===== config.mk =====
export PLATFORM = sky130hd
export DESIGN_NAME = chipset_cfg_regs
export DESIGN_NICKNAME = d
export VERILOG_FILES = /design/src/rtl/cfg_pkg.sv /design/src/rtl/cfg_ctl.sv /design/src/rtl/cfg_dp.sv /design/src/rtl/chipset_cfg_regs.sv
export SDC_FILE = /design/constraint.sdc
export NUM_CORES = 1
export LEC_CHECK = 0
export BUFFER_PORTS_ARGS = -buffer_cell sky130_fd_sc_hd__buf_2
export CAP_MARGIN = 25
export CORE_MARGIN = 2
export CORE_UTILIZATION = 58
export DETAILED_ROUTE_END_ITERATION = 6
export PLACE_DENSITY_LB_ADDON = 0.12
export SYNTH_ARGS = -nofsm -noshare
export SYNTH_HDL_FRONTEND = slang
export SYNTH_SLANG_ARGS = --single-unit

===== constraint.sdc =====
create_clock -name clk -period 3.9 [get_ports clk]
set_input_delay 0.78 -clock clk [delete_from_list [all_inputs] [get_ports clk]]
set_output_delay 0.78 -clock clk [all_outputs]
set_load 0.1 [all_outputs]

===== src/rtl/cfg_pkg.sv =====
package cfg_pkg;
  localparam int BYTE_W = 8;
  localparam int NUM_SLOTS = 11;
  localparam int REG_BUS_W = BYTE_W * NUM_SLOTS;

  // writable register numbers; slot order defines the export bus layout
  localparam logic [BYTE_W-1:0] SLOT_IDX [NUM_SLOTS] = '{
    8'h41, 8'h44, 8'h46, 8'h48, 8'h49, 8'h4A, 8'h4B, 8'h4C, 8'h4D, 8'h4E, 8'h4F};
  localparam logic [BYTE_W-1:0] SLOT_RST [NUM_SLOTS] = '{
    8'h02, 8'h80, 8'h00, 8'hC0, 8'h00, 8'h00, 8'h00, 8'h00, 8'hFF, 8'h00, 8'h00};
  localparam logic [BYTE_W-1:0] SLOT_MASK [NUM_SLOTS] = '{
    8'hFF, 8'hFF, 8'h40, 8'hFF, 8'hFF, 8'hFF, 8'hFF, 8'hFF, 8'hFF, 8'hFF, 8'hFF};
  localparam int SLOT_PM = 2;
  localparam int SLOT_WAIT = 8;

  // read-only register numbers and their constant contents
  localparam logic [BYTE_W-1:0] RO_IDX_A = 8'h01;
  localparam logic [BYTE_W-1:0] RO_VAL_A = 8'h00;
  localparam logic [BYTE_W-1:0] RO_IDX_B = 8'h40;
  localparam logic [BYTE_W-1:0] RO_VAL_B = 8'h0A;
  localparam logic [BYTE_W-1:0] STATUS_IDX = 8'h45;
  localparam logic [BYTE_W-1:0] STATUS_VAL = 8'h37;
  localparam logic [BYTE_W-1:0] WAIT_RD_MASK = 8'h8F;
  localparam logic [BYTE_W-1:0] IDLE_BYTE = 8'hFF;

  typedef struct packed {
    logic idxWr;
    logic dataWr;
    logic sysWr;
    logic dataRd;
    logic sysRd;
  } ioStrobes_t;
endpackage


===== src/rtl/cfg_ctl.sv =====
module cfg_ctl
  import cfg_pkg::*;
#(
  parameter logic [7:0] IDX_PORT = 8'h22,
  parameter logic [7:0] DATA_PORT = 8'h23,
  parameter logic [7:0] SYS_PORT = 8'h92
) (
  input  logic       clk,
  input  logic       rstN,
  input  logic [7:0] ioAddr,
  input  logic       ioWr,
  input  logic       ioRd,
  output ioStrobes_t strb
);
  logic hitIdx, hitData, hitSys;

  assign hitIdx  = (ioAddr == IDX_PORT);
  assign hitData = (ioAddr == DATA_PORT);
  assign hitSys  = (ioAddr == SYS_PORT);

  always_comb begin
    strb = '0;
    strb.idxWr  = ioWr & hitIdx;
    strb.dataWr = ioWr & hitData;
    strb.sysWr  = ioWr & hitSys;
    strb.dataRd = ioRd & hitData;
    strb.sysRd  = ioRd & hitSys;
  end

  AST_WR_STROBE_EXCL: assert property (@(posedge clk) disable iff (!rstN)
    $onehot0({strb.idxWr, strb.dataWr, strb.sysWr})) else $error("write strobes overlap");
  AST_RD_NEEDS_STROBE: assert property (@(posedge clk) disable iff (!rstN)
    (strb.dataRd || strb.sysRd) |-> ioRd) else $error("read strobe without ioRd");
endmodule


===== src/rtl/cfg_dp.sv =====
module cfg_dp
  import cfg_pkg::*;
#(
  parameter bit RST_WAIT_TWO = 1'b1
) (
  input  logic                 clk,
  input  logic                 rstN,
  input  ioStrobes_t           strb,
  input  logic [BYTE_W-1:0]    wrData,
  input  logic                 kbcA20,
  output logic [BYTE_W-1:0]    rdData,
  output logic [REG_BUS_W-1:0] cfgRegs,
  output logic                 waitTwo,
  output logic                 a20Gate,
  output logic                 cpuResetPulse
);
  logic [BYTE_W-1:0] idxReg;
  logic [BYTE_W-1:0] sysReg;
  logic [BYTE_W-1:0] slotReg [NUM_SLOTS];
  logic [NUM_SLOTS-1:0] slotHit;
  logic waitReg, pulseReg;

  always_comb begin
    for (int s = 0; s < NUM_SLOTS; s++) slotHit[s] = (idxReg == SLOT_IDX[s]);
  end

  always_ff @(posedge clk) begin
    if (!rstN) begin
      idxReg <= '0;
      sysReg <= '0;
      waitReg <= RST_WAIT_TWO;
      pulseReg <= 1'b0;
      for (int s = 0; s < NUM_SLOTS; s++) slotReg[s] <= SLOT_RST[s];
    end else begin
      if (strb.idxWr) idxReg <= wrData;
      if (strb.dataWr) begin
        for (int s = 0; s < NUM_SLOTS; s++)
          if (slotHit[s]) slotReg[s] <= wrData & SLOT_MASK[s];
        if (slotHit[SLOT_WAIT]) waitReg <= |wrData[6:4];
      end
      pulseReg <= strb.sysWr & wrData[0] & ~sysReg[0];
      if (strb.sysWr) sysReg <= wrData;
    end
  end

  generate
    for (genvar g = 0; g < NUM_SLOTS; g++) begin : g_export
      assign cfgRegs[g*BYTE_W +: BYTE_W] = slotReg[g];
    end
  endgenerate

  always_comb begin
    rdData = IDLE_BYTE;
    if (strb.sysRd) begin
      rdData = sysReg;
    end else if (strb.dataRd) begin
      if (idxReg == RO_IDX_A) rdData = RO_VAL_A;
      else if (idxReg == RO_IDX_B) rdData = RO_VAL_B;
      else if (idxReg == STATUS_IDX) rdData = {STATUS_VAL[7], kbcA20, STATUS_VAL[5:0]};
      else begin
        for (int s = 0; s < NUM_SLOTS; s++) begin
          if (slotHit[s]) begin
            if (s == SLOT_WAIT)
              rdData = (slotReg[s] & WAIT_RD_MASK) | {3'b000, waitReg, 4'b0000};
            else
              rdData = slotReg[s];
          end
        end
      end
    end
  end

  assign waitTwo = waitReg;
  assign a20Gate = sysReg[1];
  assign cpuResetPulse = pulseReg;

  AST_PULSE_ONE_WIDE: assert property (@(posedge clk) disable iff (!rstN)
    cpuResetPulse |=> !cpuResetPulse) else $error("reset pulse too wide");
  AST_PULSE_FROM_EDGE: assert property (@(posedge clk) disable iff (!rstN)
    $rose(cpuResetPulse) |-> (sysReg[0] && $past(strb.sysWr))) else $error("pulse without edge write");
  AST_PM_MASKED: assert property (@(posedge clk) disable iff (!rstN)
    (slotReg[SLOT_PM] & ~SLOT_MASK[SLOT_PM]) == '0) else $error("masked bits set");
  AST_UNLISTED_KEEP: assert property (@(posedge clk) disable iff (!rstN)
    (strb.dataWr && slotHit == '0) |=> $stable(cfgRegs)) else $error("unlisted write changed state");
  AST_A20_FOLLOW: assert property (@(posedge clk) disable iff (!rstN)
    strb.sysWr |=> (a20Gate == $past(wrData[1]))) else $error("a20 mismatch");
  AST_WAIT_FOLLOW: assert property (@(posedge clk) disable iff (!rstN)
    (strb.dataWr && slotHit[SLOT_WAIT]) |=> (waitTwo == |$past(wrData[6:4]))) else $error("wait mismatch");
endmodule


===== src/rtl/chipset_cfg_regs.sv =====
module chipset_cfg_regs
  import cfg_pkg::*;
#(
  parameter logic [7:0] IDX_PORT = 8'h22,
  parameter logic [7:0] DATA_PORT = 8'h23,
  parameter logic [7:0] SYS_PORT = 8'h92,
  parameter bit RST_WAIT_TWO = 1'b1
) (
  input  logic                 clk,
  input  logic                 rstN,
  input  logic [7:0]           ioAddr,
  input  logic                 ioWr,
  input  logic                 ioRd,
  input  logic [7:0]           ioWrData,
  output logic [7:0]           ioRdData,
  input  logic                 kbcA20,
  output logic [REG_BUS_W-1:0] cfgRegs,
  output logic                 waitTwo,
  output logic                 a20Gate,
  output logic                 cpuResetPulse
);
  ioStrobes_t strb;

  cfg_ctl #(.IDX_PORT(IDX_PORT), .DATA_PORT(DATA_PORT), .SYS_PORT(SYS_PORT)) u_ctl (
    .clk(clk), .rstN(rstN), .ioAddr(ioAddr), .ioWr(ioWr), .ioRd(ioRd), .strb(strb)
  );

  cfg_dp #(.RST_WAIT_TWO(RST_WAIT_TWO)) u_dp (
    .clk(clk), .rstN(rstN), .strb(strb), .wrData(ioWrData), .kbcA20(kbcA20),
    .rdData(ioRdData), .cfgRegs(cfgRegs), .waitTwo(waitTwo), .a20Gate(a20Gate),
    .cpuResetPulse(cpuResetPulse)
  );
endmodule


Yosys cells after proc, flatten, opt, wreduce, memory -nomap -nowiden
Memory sizes are Yosys's and may differ from the RTL's.
Cells that the tools add are included.
{"block": "word_totals", "ff_bits": 18, "ramBits": 88, "in_bits": 21, "out_inout_bits": 99, "wordCells": 116, "memories": 1}
{"block": "classes", "eq_ne": 17, "mux": 72, "bitwise": 20, "n_reduce_logical": 2}
{"memory": "u_dp.slotReg", "words": 11, "width": 8, "rd": 11, "rd_ports_with_merged_regs": 0, "write_ports": 11, "line_no": "cfg_dp.sv:19", "rtl": "logic [BYTE_W-1:0] slotReg [NUM_SLOTS];"}
{"cell": "$mux 8", "count": 27}
{"cell": "$eq 8x7->1 const B", "count": 13}
{"cell": "$mux 1", "count": 45}
{"cell": "$eq 8x6->1 const B", "count": 2}
{"cell": "$or 1x1->1", "count": 11}
{"cell": "$eq 8x1->1 const B", "count": 1}
{"cell": "$eq 8x8->1 const B", "count": 1}
{"cell": "$or 8x5->8", "count": 1}
{"cell": "$and 1x1->1", "count": 7}
{"cell": "$reduce_or 3->1", "count": 1}
{"cell": "$reduce_and 2->1", "count": 1}
{"cell": "$not 1->1", "count": 1}

Depth between registers and ports, before layout
{"block": "depth", "word_depth": 17, "depth_mapped": 8, "mapped_depth_nobuf": 6}

Cells and area by module
A second synthesis with hierarchy kept.
{"block": "hier_totals", "cells_unflattened": 520, "hier_area_um2": 5282.6}
{"module": "cfg_dp", "instances": 1, "cells_per_inst": 508, "area_per_inst_um2": 5193.7, "seq_area_each_um2": 2792.7}
{"module": "cfg_ctl", "instances": 1, "cells_per_inst": 12, "area_per_inst_um2": 88.8, "seq_area_each_um2": 0.0}

Worst setup path before layout
Ideal clock, no wire load.
{"block": "synth_timing", "path_kind": "register -> output", "startpoint": "memory u_dp.slotReg[0][6]", "endpoint": "output port ioRdData[6]", "arrival_time_ns": 4.050, "required_ns": 3.120, "setup_slack_ns": -0.930, "path_stages_with_launch": 7, "path_buffers": 0, "path_cell_list": "edfxtp_1 > inv_1 > o2111a_1 > a211o_1 > o311ai_1 > a21oi_1 > o32ai_1"}
{"element": "from (decl)", "line_no": "cfg_dp.sv:19"}
{"element": "to (decl)", "line_no": "chipset_cfg_regs.sv:15", "rtl": "output logic [7:0] ioRdData,"}

Worst setup path after layout
{"block": "layout_timing", "startpoint": "register u_dp.idxReg[1]", "endpoint": "output port ioRdData[6]"}
{"block": "layout_via", "elab_chain_len": 17, "elab_cells_between_ends": 30, "cone_classes": "eq/ne: 14; mux: 16"}
{"element": "from (decl)", "line_no": "cfg_dp.sv:17", "rtl": "logic [BYTE_W-1:0] idxReg;"}
{"element": "from (signal assigned)", "line_no": "cfg_dp.sv:35", "rtl": "if (strb.idxWr) idxReg <= wrData;"}
{"element": "$eq 8x7->1", "line_no": "cfg_dp.sv:24", "rtl": "for (int s = 0; s < NUM_SLOTS; s++) slotHit[s] = (idxReg == SLOT_IDX[s]);"}
{"element": "$mux 8 (11 in series)", "line_no": "cfg_dp.sv:62", "rtl": "if (slotHit[s]) begin"}
{"element": "$mux 8", "line_no": "cfg_dp.sv:59", "rtl": "else if (idxReg == STATUS_IDX) rdData = {STATUS_VAL[7], kbcA20, STATUS_VAL[5:0]};"}
{"element": "$mux 8", "line_no": "cfg_dp.sv:58", "rtl": "else if (idxReg == RO_IDX_B) rdData = RO_VAL_B;"}
{"element": "$mux 8 *", "line_no": "cfg_dp.sv:57", "rtl": "if (idxReg == RO_IDX_A) rdData = RO_VAL_A;"}
{"element": "$mux 8 *", "line_no": "cfg_dp.sv:56", "rtl": "end else if (strb.dataRd) begin"}
{"element": "$mux 8 *", "line_no": "cfg_dp.sv:54", "rtl": "if (strb.sysRd) begin"}
Every way passes the cells marked *; elsewhere a longest branch is shown, timed or not.

==> out/qor.csv <==
metric,value,unit
post-route insts no fill,704,
Area growth syn-to-layout,20.1,%
"FF+latch count, synth",99,
R2R Setup Slk,1.23,ns
Worst EP arrival,2.92,ns
Max clock buf depth,2,
# port buffers,112,
fin crit share,94.8,%
number of flops mapped to enable cells by yosys,81,
Async SR Flop Fraction,0,%
hold path cells,1,
clk sinks,99,
Hold Path Class,register to register,
mux cell area share after synthesis,4.95,%
Worst-Margin Slew,0.684,ns
Post-Syn Instances,481,
die width,96.2,µm
register area,0.00279,mm²
"commonest cells after routing, fill and taps aside","buf_2 (105), nor2_1 (94), edfxtp_1 (81), nand2_1 (43), mux2i_1 (21)",
# diodes,0,
row count,33,
final hold vios,0,
largest net degree at the start of global routing,25,
WHS,0.481,ns
clock skew,0.0148,ns
Worst Setup End Kind,output port,
1st-iter DRT viols,461,
Core Footprint,0.00822,mm²
CTS Hold Buffers Added,0,
Fmax,0.270,GHz
reg2reg start,u_dp.idxReg[2]$_SDFFE_PN0P_,
Critical path origin,u_dp.idxReg[1]$_SDFFE_PN0P_,
Post-Synth Simple-Gate Area,20.5,%
"critical path fanouts, max",12,
die height,96.2,µm
Synth Flop Type,edfxtp_1,
combined area of the multi-input logic cells,0.00198,mm²
clock slew at reported path FFs,0.10,ns
adder-cell share of the synthesized area,0,%
crit path launch type,register,
vias in the first global route,4213,
worst vdd ir,327,µV
reg2reg path depth,6,
DR vias,4525,
WS Path Type,register to output port,
initial core utilization,60.0,%
max-slew violation count,0,
initial antenna violation count,0,
Yosys cell types,70,
H-Tree Depth,3,
CTS resizes,0,
sequential-to-total area share from yosys stat,56.6,%
Worst slew margin,54.4,%
CTS Root Cell,clkbuf_8,
later-pin clock latency in the skew report,0.38,ns
DRC Markers,0,
setup violators final,0,
compound-gate portion of the synthesized area,13.3,%
Placed Cells,688,
minimum clock period,3.70,ns
drt pass-1 iters,5,
setup_tns,0,ns
"wirelength, routed",16600,µm
die area,0.00926,mm²
Avg WL per Cell,23.5,µm
Fill cells,642,
CTS Buf Count,9,
via/cell ratio,6.43,
dpl hpwl,12000,µm
I/O pin cnt,120,
RSZ-0062 raised after global routing,no,
mapped cell area,0.00493,mm²
CP endpoint,ioRdData[6],
Final ANT Viol Nets,0,
Placer Congestion,0.997,
reg2reg end,u_dp.slotReg[0][62]$_SDFFCE_PN0P_,
outcome,finished clean,
CTS tree,built,
max_cap viols,0,
GRT overflow,0,
largest family of logic cells by synthesized area,simple AND/OR/NAND/NOR gates,
first-pass GRT wire length,23700,µm
Setup Buffers After CTS,0,
Total Power Consumption,2.19,mW
CP required,3.12,ns
layout cells sized above 1,28.0,%
"most common cell after layout, fill and taps aside",buf_2,
nets,615,
Lkg Pwr,2.37,nW
Synth Area per Inst,10.3,µm²
xor-xnor portion of the synthesized cell area,0.355,%
YS warnings,0,
gr usage total,36.1,%
pwr dens,369,mW/mm²
-- worst max-delay path, stage by stage, from the launching register on --
cell        delay (ns)
dfxtp_1           0.64
clkinvlp_4        0.40
a2111oi_0         0.58
a211o_1           0.18
o311ai_1          0.10
a21oi_1           0.25
o32ai_2           0.14
buf_4             0.25
-- cell type report --
type | count | area share, %
Sequential cell | 99 | 47.2
Multi-Input combinational cell | 342 | 33.5
Timing Repair Buffer | 126 | 12.8
Tap cell | 105 | 2.22
Clock buffer | 9 | 2.09
Clock inverter | 7 | 1.14
Inverter | 16 | 1.08
-- per-stage QoR --
step	util, %	cell area (µm²)	setup WS (ns)
global placement	69.7	5720	0.581
global route	72.1	5920	0.0738
finish	72.1	5920	0.201
detailed placement	69.7	5720	0.513
floorplan	-	4980	0.00914
CTS	72.0	5910	0.0866
-- registers in the layout, indices dropped and copies added, names as in the netlist --
signal and flops:
u_dp.slotReg 81, u_dp.idxReg 8, u_dp.sysReg 8, u_dp.cpuResetPulse 1, u_dp.waitTwo 1
-- logic make-up (layout without fill, tap and decap cells) --
family          Yosys count  after routing
compound gates           98             98
mux                      24             24
xor+xnor                  2              2
simple gates            211            211
other cells               1              7
flops                    99             99
buf+inv                  46            158
-- how the worst min path moves through the flow --
stage,start,to
2_1_floorplan,u_dp.sysReg[0]$_SDFFE_PN0P_,u_dp.cpuResetPulse$_SDFF_PN0_
3_3_place_gp,u_dp.sysReg[0]$_SDFFE_PN0P_,u_dp.cpuResetPulse$_SDFF_PN0_
3_5_place_dp,u_dp.sysReg[0]$_SDFFE_PN0P_,u_dp.cpuResetPulse$_SDFF_PN0_
4_1_cts,u_dp.sysReg[0]$_SDFFE_PN0P_,u_dp.cpuResetPulse$_SDFF_PN0_
5_1_grt,u_dp.sysReg[0]$_SDFFE_PN0P_,u_dp.cpuResetPulse$_SDFF_PN0_
6_report,u_dp.sysReg[0]$_SDFFE_PN0P_,u_dp.cpuResetPulse$_SDFF_PN0_
-- where the power goes --
group / switching [mW] / internal (mW) / leakage [nW]
combinational: 0.301 / 0.0356 / 1.34
sequential: 0.0196 / 1.17 / 0.939
clock: 0.371 / 0.295 / 0.0947
total: 0.691 / 1.50 / 2.37
-- cell usage after synthesis, types with 4 or more instances --
| master | count | share of area, % |
|---|---|---|
| nand2b_1 | 4 | 0.51 |
| clkbuf_1 | 17 | 1.3 |
| o22ai_1 | 8 | 1.0 |
| or2_2 | 9 | 1.1 |
| inv_1 | 15 | 1.1 |
| nand2_1 | 43 | 3.3 |
| nor2b_1 | 4 | 0.51 |
| nand3_1 | 13 | 1.3 |
| a21oi_1 | 20 | 2.0 |
| edfxtp_1 | 81 | 49 |
| and2_1 | 8 | 1.0 |
| a31oi_1 | 11 | 1.4 |
| nor2_1 | 94 | 7.2 |
| buf_2 | 4 | 0.41 |
| dfxtp_1 | 18 | 7.3 |
| or3_1 | 5 | 0.63 |
| nor4_1 | 5 | 0.63 |
| mux2i_1 | 21 | 4.3 |
| buf_4 | 7 | 1.1 |
| o21ai_0 | 19 | 1.9 |
| nor3_1 | 5 | 0.51 |
-- routing by layer --
layer / wire (µm) / track usage [%] / part of all wire (%)
met1: 6510 / 49.6 / 39
met2: 7380 / 53.2 / 45
met3: 1900 / 9.40 / 11
met4: 771 / 17.4 / 4.7
met5: 0 / 0 / 0
(Power assumes the default switching activity.)
